==> config.mk <==
export PLATFORM = sky130hd
export DESIGN_NAME = pin_readback_ring
export DESIGN_NICKNAME = d
export VERILOG_FILES = /design/src/rtl/prr_pkg.sv /design/src/rtl/slot_ring.sv /design/src/rtl/word_select.sv /design/src/rtl/read_port.sv /design/src/rtl/pin_readback_ring.sv
export SDC_FILE = /design/constraint.sdc
export NUM_CORES = 1
export LEC_CHECK = 0
export BUFFER_PORTS_ARGS = -buffer_cell sky130_fd_sc_hd__buf_2
export CAP_MARGIN = 0
export CELL_PAD_IN_SITES_DETAIL_PLACEMENT = 0
export CELL_PAD_IN_SITES_GLOBAL_PLACEMENT = 1
export CORE_AREA = 2 2 119 121
export CTS_CLUSTER_DIAMETER = 100
export DETAILED_ROUTE_END_ITERATION = 8
export DIE_AREA = 0 0 121 123
export PLACE_DENSITY = 0.78
export SETUP_SLACK_MARGIN = 0.3
export SYNTH_ARGS = -nofsm -noshare
export SYNTH_HDL_FRONTEND = slang
export SYNTH_SLANG_ARGS = --single-unit
==> constraint.sdc <==
create_clock -name clk -period 2.7 [get_ports clk]
set_clock_uncertainty 0.15 [all_clocks]
set_input_delay 0.405 -clock clk [delete_from_list [all_inputs] [get_ports clk]]
set_output_delay 0.405 -clock clk [all_outputs]
set_load 0.01 [all_outputs]
==> src/rtl/prr_pkg.sv <==
package prr_pkg;
  parameter int unsigned GROUP_PINS_DEF = 8;
  parameter int unsigned WORD_W_DEF     = 32;

  function automatic int unsigned idx_bits(int unsigned n);
    return (n > 1) ? $clog2(n) : 1;
  endfunction
endpackage

==> src/rtl/slot_ring.sv <==
module slot_ring #(
  parameter int unsigned N  = prr_pkg::GROUP_PINS_DEF,
  parameter int unsigned IW = prr_pkg::idx_bits(N)
) (
  input  logic          clk,
  input  logic          rst,
  output logic [IW-1:0] slot_o
);
  localparam logic [IW-1:0] LAST = IW'(N - 1);

  logic [IW-1:0] slot_q;

  always_ff @(posedge clk) begin
    if (rst)                 slot_q <= '0;
    else if (slot_q == LAST) slot_q <= '0;
    else                     slot_q <= slot_q + 1'b1;
  end

  assign slot_o = slot_q;

  // one step per clock, wrapping after the last pin
  assert_slot_step_R2: assert property (@(posedge clk) disable iff (rst)
    1'b1 |=> slot_q == (($past(slot_q) == LAST) ? '0 : $past(slot_q) + 1'b1));
endmodule

==> src/rtl/word_select.sv <==
module word_select #(
  parameter int unsigned N  = prr_pkg::GROUP_PINS_DEF,
  parameter int unsigned W  = prr_pkg::WORD_W_DEF,
  parameter int unsigned IW = prr_pkg::idx_bits(N)
) (
  input  logic [IW-1:0]  slot_i,
  input  logic [N*W-1:0] words_i,
  input  logic [N-1:0]   flags_i,
  output logic [W-1:0]   word_o,
  output logic           flag_o
);
  logic [N-1:0]        hit;
  logic [W-1:0]        masked [N];

  // one-hot decode of the slot, then AND-OR merge
  for (genvar g = 0; g < N; g++) begin : g_lane
    assign hit[g]    = (slot_i == IW'(g));
    assign masked[g] = hit[g] ? words_i[g*W +: W] : '0;
  end

  always_comb begin
    word_o = '0;
    for (int i = 0; i < N; i++) word_o = word_o | masked[i];
    flag_o = |(flags_i & hit);
  end
endmodule

==> src/rtl/read_port.sv <==
module read_port #(
  parameter int unsigned W  = prr_pkg::WORD_W_DEF,
  parameter int unsigned IW = 3
) (
  input  logic          clk,
  input  logic          rst,
  input  logic [IW-1:0] slot_i,
  input  logic [W-1:0]  bus_word_i,
  input  logic          bus_flag_i,
  input  logic          req_valid_i,
  input  logic [IW-1:0] req_idx_i,
  input  logic          req_evt_i,
  output logic          ready_o,
  output logic          done_o,
  output logic [W-1:0]  data_o,
  output logic          evt_o
);
  logic          take;
  logic          done_q;
  logic [W-1:0]  data_q;
  logic          evt_q;

  assign take    = req_valid_i && (req_idx_i == slot_i);
  assign ready_o = take;

  always_ff @(posedge clk) begin
    if (rst) begin
      done_q <= 1'b0;
      data_q <= '0;
      evt_q  <= 1'b0;
    end else begin
      done_q <= take;
      if (take) begin
        data_q <= bus_word_i;
        evt_q  <= bus_flag_i & req_evt_i;
      end
    end
  end

  assign done_o = done_q;
  assign data_o = data_q;
  assign evt_o  = evt_q;

  // response word is the one the shared path carried at acceptance
  assert_word_capture_R4: assert property (@(posedge clk) disable iff (rst)
    done_o |-> data_o == $past(bus_word_i));

  // no request, no done pulse on the next clock
  assert_no_spurious_done_R5: assert property (@(posedge clk) disable iff (rst)
    !req_valid_i |=> !done_o);

  // outputs hold outside a done pulse
  assert_hold_idle_R5: assert property (@(posedge clk) disable iff (rst)
    !done_o |-> ($stable(data_o) && $stable(evt_o)));

  // event flag suppressed when not requested
  assert_evt_gate_R6: assert property (@(posedge clk) disable iff (rst)
    done_o |-> evt_o == ($past(bus_flag_i) && $past(req_evt_i)));
endmodule

==> src/rtl/pin_readback_ring.sv <==
module pin_readback_ring #(
  parameter int unsigned N  = prr_pkg::GROUP_PINS_DEF,
  parameter int unsigned W  = prr_pkg::WORD_W_DEF,
  localparam int unsigned IW = prr_pkg::idx_bits(N)
) (
  input  logic          clk,
  input  logic          rst,
  input  logic [N*W-1:0] pin_words,
  input  logic [N-1:0]  pin_events,
  input  logic          req_valid,
  input  logic [IW-1:0] req_idx,
  input  logic          req_evt,
  output logic          req_ready,
  output logic [IW-1:0] slot,
  output logic          rsp_done,
  output logic [W-1:0]  rsp_data,
  output logic          rsp_evt
);
  logic [IW-1:0] slot_w;
  logic [W-1:0]  bus_word;
  logic          bus_flag;

  slot_ring #(.N(N), .IW(IW)) u_ring (
    .clk    (clk),
    .rst    (rst),
    .slot_o (slot_w)
  );

  word_select #(.N(N), .W(W), .IW(IW)) u_sel (
    .slot_i  (slot_w),
    .words_i (pin_words),
    .flags_i (pin_events),
    .word_o  (bus_word),
    .flag_o  (bus_flag)
  );

  read_port #(.W(W), .IW(IW)) u_port (
    .clk         (clk),
    .rst         (rst),
    .slot_i      (slot_w),
    .bus_word_i  (bus_word),
    .bus_flag_i  (bus_flag),
    .req_valid_i (req_valid),
    .req_idx_i   (req_idx),
    .req_evt_i   (req_evt),
    .ready_o     (req_ready),
    .done_o      (rsp_done),
    .data_o      (rsp_data),
    .evt_o       (rsp_evt)
  );

  assign slot = slot_w;

  // an accepted request always yields a done pulse on the next clock
  assert_done_follows_R4: assert property (@(posedge clk) disable iff (rst)
    req_ready |=> rsp_done);
endmodule

==> impl_results.md, run 1 <==
* Max VDD drop at 0.174 mV
* Worst-Margin Slew at ~0.7 ns
* Clock buffer depth at 2
* Area fraction in compound gates after synthesis at 43.0%
* Synth Area in Adders at 2.47%
* Grt total ovfl at 0
* Final period util at 82.2%
* Register area share after synthesis at 24.4%
* Post-layout util at a little over a third
* Slowest cell on crit path: a222oi_1
* Clock Sinks at 37
* Via/cell ratio at 5.29
* Vias in the first global route at between 3k and 4k
* Buf/Inv on CP at 1
* Cell Area, Synth at a little over 0.003 mm^2
* CP most frequent cell: ha_1
* Antenna violations before repair at 1
* Commonest non-fill, non-tap cell in the layout: buf_2
* Initial DRC count at slightly above 300
* RSZ-0062 raised after global routing: no
* Residual DRC at 23
* Final Routed Wirelength at about 16 mm
* ANT cells at 0
* WL per Instance at around 20 um
* Global-route wire length before repair at between 20 and 25 mm
* I/O pins at about 310
* Die Y-Extent at ~120 um
* WP data arrival at 2.20 ns
* H-tree Lvls at 2
* Syn. warnings at 0
* Routability Congestion at around 0.85
* Crit-path max FO at 21
* Multi-input logic area at between 0.002 and 0.0025 mm^2
* Die ar. at approximately 0.015 mm^2
* Setup_tns at 0 ns
* Largest net degree at the start of global routing at 41
* Yosys reg bits at 37
* Status: finished with violations
* Tmin final at roughly 2.2 ns
* CP max stage delay at approximately 0.63 ns
* Hold Violations, Final at 0
* Slew HR at a little over half
* Crit path kind: reg2reg
* Mux share of post-synthesis cell area at between 10% and 20%
* Synth Area in XOR/XNOR at less than 1%
* GRT Total Usage at between 10% and 20%
* Worst path required time at between 2 and 3 ns
* Pwr Density at between 400 and 500 mW/mm^2
* CP Cell Sequence: ha_1 -> ha_1 -> buf_4 -> a222oi_1 -> a311oi_1
* Root buffer cell: clkbuf_16
* I/O Buffers at between 300 and 400
* Avg Cell Area, Syn at between 9 and 10 um^2
* Main combinational cell family by area after synthesis: compound AO/OA/AOI/OAI gates
* Layout cells sized above 1 at ~62%
* Fin nets at around 900
* CP Launch Type: register
* Chip Width at 121 um
* FF+latch area at 744 um^2
* # setup viols final at 0
* Hold Crit Class: in2reg
* Initial Utilization at roughly 22%
* Delay-heaviest family, CP: compound AO/OA/AOI/OAI gates
* Failing checks: design-rule violations
* Core Area at between 0.01 and 0.015 mm^2
* Area delta synth->final at 62.0%
* Simple-gate share of the synthesized area at under 10%
* Max Cap Viol at 0
* TritonCTS buffer count at 5
* Hold_buf cts at 0
* Critical Path Sink Type: register
* Drt pass-1 iters at 9
* CTS tree: done
* Hold Worst Slack at about 0.25 ns
* # rows at 43
* Post-Syn Instances at 333
* Detail Route Antenna Nets at 0
* Max Fclk at approximately 0.45 GHz
* Via count at approximately 4.2k
* Hpwl dp at 12.8 mm
* Leak Pwr at 2.33 nW
* Reg clk slew, reported paths at roughly 0.06 ns
* Most frequent cells in the layout: buf_2, mux2_2, dfxtp_1
* FILL cells at 1,422
* Synth cell types at 24
* Fin. max-slew vios at 0
* Syn nets at 610
* Later-pin clock latency in the skew report at about 0.28 ns
## cells by family after synthesis
kind of cell    after synthesis
compound gates              153
buf+inv                      51
mux                          45
simple gates                 38
flops                        37
fa+ha+maj                     6
xor+xnor                      3
## where the power goes
| group | internal (W) | switching [W] | leakage [nW] |
|---|---|---|---|
| Combinational | 0.000410 | 0.000400 | 1.96 |
| Clock | 0.000339 | 0.000236 | 0.0696 |
| Sequential | 0.000581 | 0.0000253 | 0.302 |
| Total | 0.00133 | 0.000662 | 2.33 |
## through the flow
step / instance area, um^2 / instances / worst slack [ns] / power [W]
after floorplan: 3040 / 333 / 0.684 / 0.00103
after global placement: 4720 / 788 / 0.314 / 0.00139
after detailed placement: 4720 / 788 / 0.256 / 0.00141
after CTS: 4860 / 796 / 0.303 / 0.00199
after global routing: 4920 / 799 / 0.336 / 0.00211
final: 4920 / 799 / 0.481 / 0.00199
## area by class of cell
cell class / instances / share of cell area (%)
Sequential cell: 37 / 15.1
Tap cell: 180 / 4.58
Clock inverter: 3 / 0.356
Inverter: 5 / 0.381
Clock buffer: 5 / 2.54
Timing Repair Buffer: 324 / 34.4
Multi-Input combinational cell: 245 / 42.6
## worst paths after layout
| check | cells past startpoint | end | startpoint | slack, ns |
|---|---|---|---|---|
| max | 5 | u_port.data_o[4] | u_ring.slot_o[0] | 0.48 |
| max reg2reg | 5 | u_port.data_o[4] | u_ring.slot_o[0] | 0.48 |
| min | 2 | u_port.evt_o | req_evt | 0.25 |
| min reg2reg | 2 | u_port.data_o[17] | u_port.data_o[17] | 0.34 |
## state kept, by name, indices dropped and copies added, names as in the netlist
| name | count |
|---|---|
| u_port.data_o | 32 |
| u_port.done_o | 1 |
| u_port.evt_o | 1 |
| u_ring.slot_o | 3 |
## synth_stat cells
cell type  count  area [um^2]
mux2_2        45          507
dfxtp_1       37          741
a222oi_1      33          330
nor2_1        33          124
a311oi_1      32          280
clkbuf_1      27          101
o21ai_0       27          135
a221o_1       26          260
a22o_1        26          228
buf_2         13         65.1
a22oi_1        6         45.0
ha_1           6         75.1
buf_1          3         11.3
buf_6          3         33.8
inv_1          3         11.3
xnor2_1        3         26.3
a221oi_1       2         17.5
nor3_1         2         10.0
a41o_1         1         10.0
and3_1         1         6.26
clkinv_1       1         3.75
inv_2          1         3.75
nand4_1        1         6.26
nor3b_1        1         7.51
## metal layers
metal  share of wire [%]  wire [um]  GRT usage (%)
met1                  41       6510           25.1
met2                  48       7610           32.8
met3                 9.7       1540           4.20
met4                 1.5        235           5.38
met5                0.10         16              0
## repair_timing
item	4_1_cts	5_1_grt
resized for setup	1	6
pin swaps	1	5
setup endpoints to repair	2	7
buffers inserted	0	3
(Power assumes the default switching activity.)
==> inputs of run 2 (changes only) <==
==> constraint.sdc (replaced) <==
create_clock -name clk -period 2.23 [get_ports clk]
set_clock_uncertainty 0.15 [all_clocks]
set_input_delay 0.3345 -clock clk [delete_from_list [all_inputs] [get_ports clk]]
set_output_delay 0.3345 -clock clk [all_outputs]
set_load 0.01 [all_outputs]
==> run 2 against run 1 <==
  * The flow now finishes without violations
  * Utilization is 4.4 points higher
  * Clock power grew 18%
  * Die area unchanged
  * Flip-flop and latch count unchanged
  * Global-route usage rose by 0.86 points
  * Critical endpoint is now u_port.data_o[3]
==> impl_results.md, run 2 (synthesis results as in run 1) <==
* Status: finished, final reports clean
* Post-DP Area at 0.00479 mm^2
* Vias in the first global route at around 4.1k
* GR met3 Demand/Resource at under 10%
* Tmin final at ~2.0 ns
* Reg clk slew, reported paths at roughly 0.06 ns
* Area delta synth->final at 81.5%
* Chip Width at between 100 and 150 um
* Hold Violations, Final at 0
* I/O pins at around 310
* ANT cells at 0
* # rows at 43
* Reg2Reg Setup Slack at between 0.15 and 0.2 ns
* Initial Utilization at ~22%
* Fin. max-slew vios at 0
* Post-layout instance count excluding filler cells at approximately 830
* Commonest non-fill, non-tap cell in the layout: buf_2
* Placed cells at about 790
* Busiest layer in global routing: met2
* Die ar. at 0.0149 mm^2
* Root buffer cell: clkbuf_16
* Hold Crit Class: in2reg
* Via count at 4,399
* Fin nets at 930
* Clock buffer depth at 2
* Die Y-Extent at 123 um
* Crit-path max FO at 7
* Final Routed Wirelength at roughly 17 mm
* Critical Path Sink Type: register
* Initial DRC count at 322
* Worst path required time at about 2.2 ns
* Flip-flop count of the largest register after layout at 32
* GRT met1 Usage at a little over a quarter
* Routability Congestion at roughly 0.9
* Residual DRC at 0
* Max Fclk at ~0.5 GHz
* Via/cell ratio at 5.27
* Largest net degree at the start of global routing at 33
* Antenna violations before repair at 0
* Layout cells sized above 1 at between 60% and 70%
* Finished layout cell area at 0.00552 mm^2
* Global-route wire length before repair at between 20 and 25 mm
* Setup_tns at 0 ns
* GRT Total Usage at approximately 20%
* TritonCTS buffer count at 5
* Pwr Density at 457 mW/mm^2
* H-tree Lvls at 2
* WP data arrival at roughly 2.0 ns
* Clock Sinks at 37
* CTS tree: done
* Leak Pwr at around 2.6 nW
* Grt total ovfl at 0
* Hold_buf cts at 0
* # setup viols final at 0
* CP Launch Type: register
* GR Util met2 at 35.1%
* Crit path kind: reg2reg
* Hpwl dp at between 10 and 15 mm
* RSZ-0062 raised after global routing: yes
* I/O Buffers at 308
* Most frequent cells in the layout: buf_2, mux2_2, dfxtp_1
* WL per Instance at between 20 and 25 um
* Worst-Margin Slew at slightly below 0.7 ns
* Core Area at between 0.01 and 0.015 mm^2
* Max Cap Viol at 0
* Drt pass-1 iters at 7
* Detail Route Antenna Nets at 0
* Slew HR at a little over half
* Later-pin clock latency in the skew report at approximately 0.27 ns
* Max VDD drop at about 0.22 mV
* Final period util at between 90 and 100%
[run 2: cell types whose count changed in the layout (fill, tap and decap cells not counted), sizes merged]
cell / delta
buf: +31
bufbuf: +1
clkbuf: +4
clkinv: -1
clkinvlp: -1
inv: +1
[run 2: final timing paths]
path	startpoint	end	cells past startpoint
setup / recovery	u_ring.slot_o[1]	u_port.data_o[3]	7
hold reg to reg	u_ring.slot_o[0]	u_ring.slot_o[0]	1
setup reg to reg	u_ring.slot_o[1]	u_port.data_o[3]	7
hold / removal	req_evt	u_port.evt_o	2
[run 2: layer usage]
| layer | wire length, um | vias to the layer above |
|---|---|---|
| li1 | - | 2052 |
| met1 | 7140 | 2065 |
| met2 | 7950 | 256 |
| met3 | 1330 | 26 |
| met4 | 340 | 0 |
| met5 | 0 | - |
[run 2: stage by stage]
step,setup WS (ns),utilization [%],power (W),hold slack (ns)
after global routing,0.131,40.5,0.00268,0.171
after CTS,0.288,38.4,0.00249,0.151
after global placement,-0.0165,35.2,0.00171,0.335
final,0.182,40.5,0.00252,0.167
after detailed placement,-0.0448,35.2,0.00172,0.339
after floorplan,0.320,-,0.00125,0.346
[run 2: critical path, stage by stage, from the launching register on]
cell and delay [ns]:
dfxtp_4 0.36, ha_4 0.18, ha_4 0.17, buf_4 0.14
buf_12 0.14, buf_16 0.14, a222oi_1 0.45, a311oi_2 0.17
[run 2: final cells by class]
cell class / count / area (um^2)
Tap cell: 180 / 225
Clock buffer: 6 / 129
Multi-Input combinational cell: 245 / 2190
Inverter: 5 / 23.8
Sequential cell: 37 / 752
Clock inverter: 2 / 10.0
Fill cell: 1393 / 8100
Timing Repair Buffer: 359 / 2190
[run 2: timing repair]
item,4_1_cts,5_1_grt
cloned,3,3
setup buffers,12,15
setup endpoints to repair,29,31
gates resized for setup,20,27
pin swaps,9,27
hold endpoints to repair,0,0
[run 2: where the power goes]
group / internal (W) / total (W) / switching (W) / leakage (nW)
sequential: 0.000704 / 0.000738 / 0.0000338 / 0.303
clock: 0.000410 / 0.000680 / 0.000269 / 0.0706
combinational: 0.000586 / 0.00110 / 0.000516 / 2.24
total: 0.00170 / 0.00252 / 0.000819 / 2.61
==> inputs of run 3 (changes only) <==
--- a/config.mk
+++ b/config.mk
@@ -13,7 +13,7 @@
 export CTS_CLUSTER_DIAMETER = 100
 export DETAILED_ROUTE_END_ITERATION = 8
 export DIE_AREA = 0 0 121 123
-export PLACE_DENSITY = 0.78
+export PLACE_DENSITY_LB_ADDON = 0.05
 export SETUP_SLACK_MARGIN = 0.3
 export SYNTH_ARGS = -nofsm -noshare
 export SYNTH_HDL_FRONTEND = slang
==> run 3 against run 2 <==
  * Global-route usage is 0.51 points lower
  * Worst hold slack worse by 0.027 ns
  * Highest routed layer unchanged
  * Non-clock buffer count shrank 18
  * Count of clock-buffer cells in the layout stayed put
  * Design area shrank 5.5%
  * Worst setup slack better by 0.091 ns
  * Routed wire length decreased by 0.34%
  * First-iteration DRC count rose by 1.2%
  * Power up 7.0%
  * Register-to-register slack gained 0.09 ns
  * Critical path depth shrank 1
==> impl_results.md, run 3 (synthesis results as in run 1) <==
* Root buffer cell: clkbuf_16
* Critical Path Sink Type: register
* Initial Utilization at approximately 22%
* Buf/Inv on CP at 2
* Later-pin clock latency in the skew report at between 0.2 and 0.3 ns
* Largest net degree at the start of global routing at 52
* Final Routed Wirelength at around 17 mm
* RSZ-0062 raised after global routing: yes
* Post-layout instance count excluding filler cells at about 820
* CP max stage delay at ~0.40 ns
* Crit-path max FO at 42
* Most frequent cells in the layout: buf_2, mux2_2, dfxtp_1
* FILL cells at between 1k and 1.5k
* Drt pass-1 iters at 7
* TritonCTS buffer count at 5
* Clock buffer depth at 2
* CP Cell Sequence: inv_1 -> ha_2 -> buf_12 -> a22o_1 -> o21ai_0 -> a311oi_1
* Final period util at 87.7%
* Crit. Startpoint: u_ring.slot_o[1]
* Status: finished, final reports clean
* # setup viols final at 0
* Hpwl dp at between 10 and 15 mm
* CP Depth at 6
* # rows at 43
* CP Launch Type: register
* Hold Crit Class: in2reg
* GR met3 Demand/Resource at just under 5%
* I/O Buffers at between 300 and 400
* Die ar. at between 0.01 and 0.015 mm^2
* Reg2Reg Setup Slack at about 0.27 ns
* Die Y-Extent at 123 um
* Via/cell ratio at between 5 and 6
* R2R depth at 6
* Crit path kind: reg2reg
* Global-route wire length before repair at 22.4 mm
* R2r startpoint: u_ring.slot_o[1]
* Finished layout cell area at roughly 0.0052 mm^2
* Reg clk slew, reported paths at roughly 0.060 ns
* CTS tree: done
* Max VDD drop at 0.264 mV
* Area delta synth->final at 71.5%
* Commonest non-fill, non-tap cell in the layout: buf_2
* Post-DP Area at between 0.004 and 0.005 mm^2
* Pwr Density at just over 500 mW/mm^2
* Detail Route Antenna Nets at 0
* WP data arrival at approximately 2.0 ns
* Max Cap Viol at 0
* ANT cells at 0
* Busiest layer in global routing: met2
* Delay-heaviest family, CP: compound AO/OA/AOI/OAI gates
* GR Util met2 at 34.8%
* Grt total ovfl at 0
* Clock Sinks at 37
* Worst path required time at around 2.2 ns
* WL per Instance at between 20 and 25 um
* GRT Total Usage at around 20%
* Hold Worst Slack at 0.140 ns
* Fin nets at between 900 and 1k
* RR Endpoint: u_port.data_o[9]
* Chip Width at 121 um
* GRT met1 Usage at about a quarter
* Via count at 4,262
* Flip-flop count of the largest register after layout at 32
* I/O pins at between 300 and 400
* Initial DRC count at between 300 and 400
* Fin. max-slew vios at 0
* Setup_tns at 0 ns
* H-tree Lvls at 2
* Hold Violations, Final at 0
* Slew HR at between 60% and 70%
* Routability Congestion at 0.814
* CP endpoint: u_port.data_o[9]
* Core Area at about 0.014 mm^2
* Placed cells at 794
* Worst-Margin Slew at 0.477 ns
* Max Fclk at between 0.5 and 0.6 GHz
* Layout cells sized above 1 at around 64%
* Slowest cell on crit path: dfxtp_2
* Antenna violations before repair at 1
* Tmin final at approximately 2.0 ns
* Vias in the first global route at between 3k and 4k
* Residual DRC at 0
* Leak Pwr at between 2 and 2.5 nW
## run 3: changes by cell type in the layout (fill, tap and decap cells not counted), moves of 3 or more
cell	previous run	this run
buf_12	7	4
buf_4	31	20
ha_4	5	2
mux2_2	40	45
mux2_4	5	0
o21ai_0	25	14
o21ai_1	2	10
o21ai_2	0	3
## run 3: worst min path at each step
stage / from / endpoint / slack, ns / cells past startpoint
floorplan: req_evt / u_port.evt_o / 0.35 / 1
global placement: u_port.data_o[21] / u_port.data_o[21] / 0.34 / 2
detailed placement: u_port.data_o[1] / u_port.data_o[1] / 0.34 / 2
CTS: req_evt / u_port.evt_o / 0.14 / 2
global route: req_evt / u_port.evt_o / 0.14 / 2
finish: req_evt / u_port.evt_o / 0.14 / 2
## run 3: worst reg2reg max path: cells and delay by family, from the launching register on
family | cells | cell delay [ns]
AO/OA/AOI/OAI | 3 | 0.77
flip-flops | 1 | 0.40
buffers and inverters | 2 | 0.30
adder cells (fa/ha/maj) | 1 | 0.22
## run 3: per-stage QoR
step / util, % / total power, W / setup slack, ns
floorplan: - / 0.00125 / 0.320
CTS: 37.2 / 0.00268 / 0.211
detailed placement: 35.4 / 0.00174 / 0.139
finish: 38.3 / 0.00270 / 0.274
global route: 38.3 / 0.00284 / 0.250
global placement: 35.4 / 0.00173 / 0.226
## run 3: final cells by class
type                            count  area [um^2]  area share [%]
Timing Repair Buffer              341         1920            36.8
Tap cell                          180          225            4.32
Clock inverter                      2         35.0           0.672
Multi-Input combinational cell    245         2120            40.6
Sequential cell                    37          747            14.3
Inverter                            5         22.5           0.432
Clock buffer                        6          150            2.88
## run 3: metal layers
metal | vias up | wire, um
met4 | 0 | 167
met5 | - | 0
li1 | 2017 | -
met1 | 2008 | 6940
met2 | 224 | 8120
met3 | 13 | 1480
## run 3: where the power goes
part | internal, W | switching [W] | leakage, nW
clock network | 0.000594 | 0.000301 | 0.0920
logic | 0.000556 | 0.000514 | 2.07
registers | 0.000704 | 0.0000278 | 0.302
total | 0.00185 | 0.000842 | 2.47
## run 3: what timing repair did
action                     in CTS  in global routing
pin swaps                       0                  6
cloned                          0                  2
resized for setup               8                 23
setup buffers                   6                  6
setup endpoints to repair      33                 31
hold buffers                    0                  0
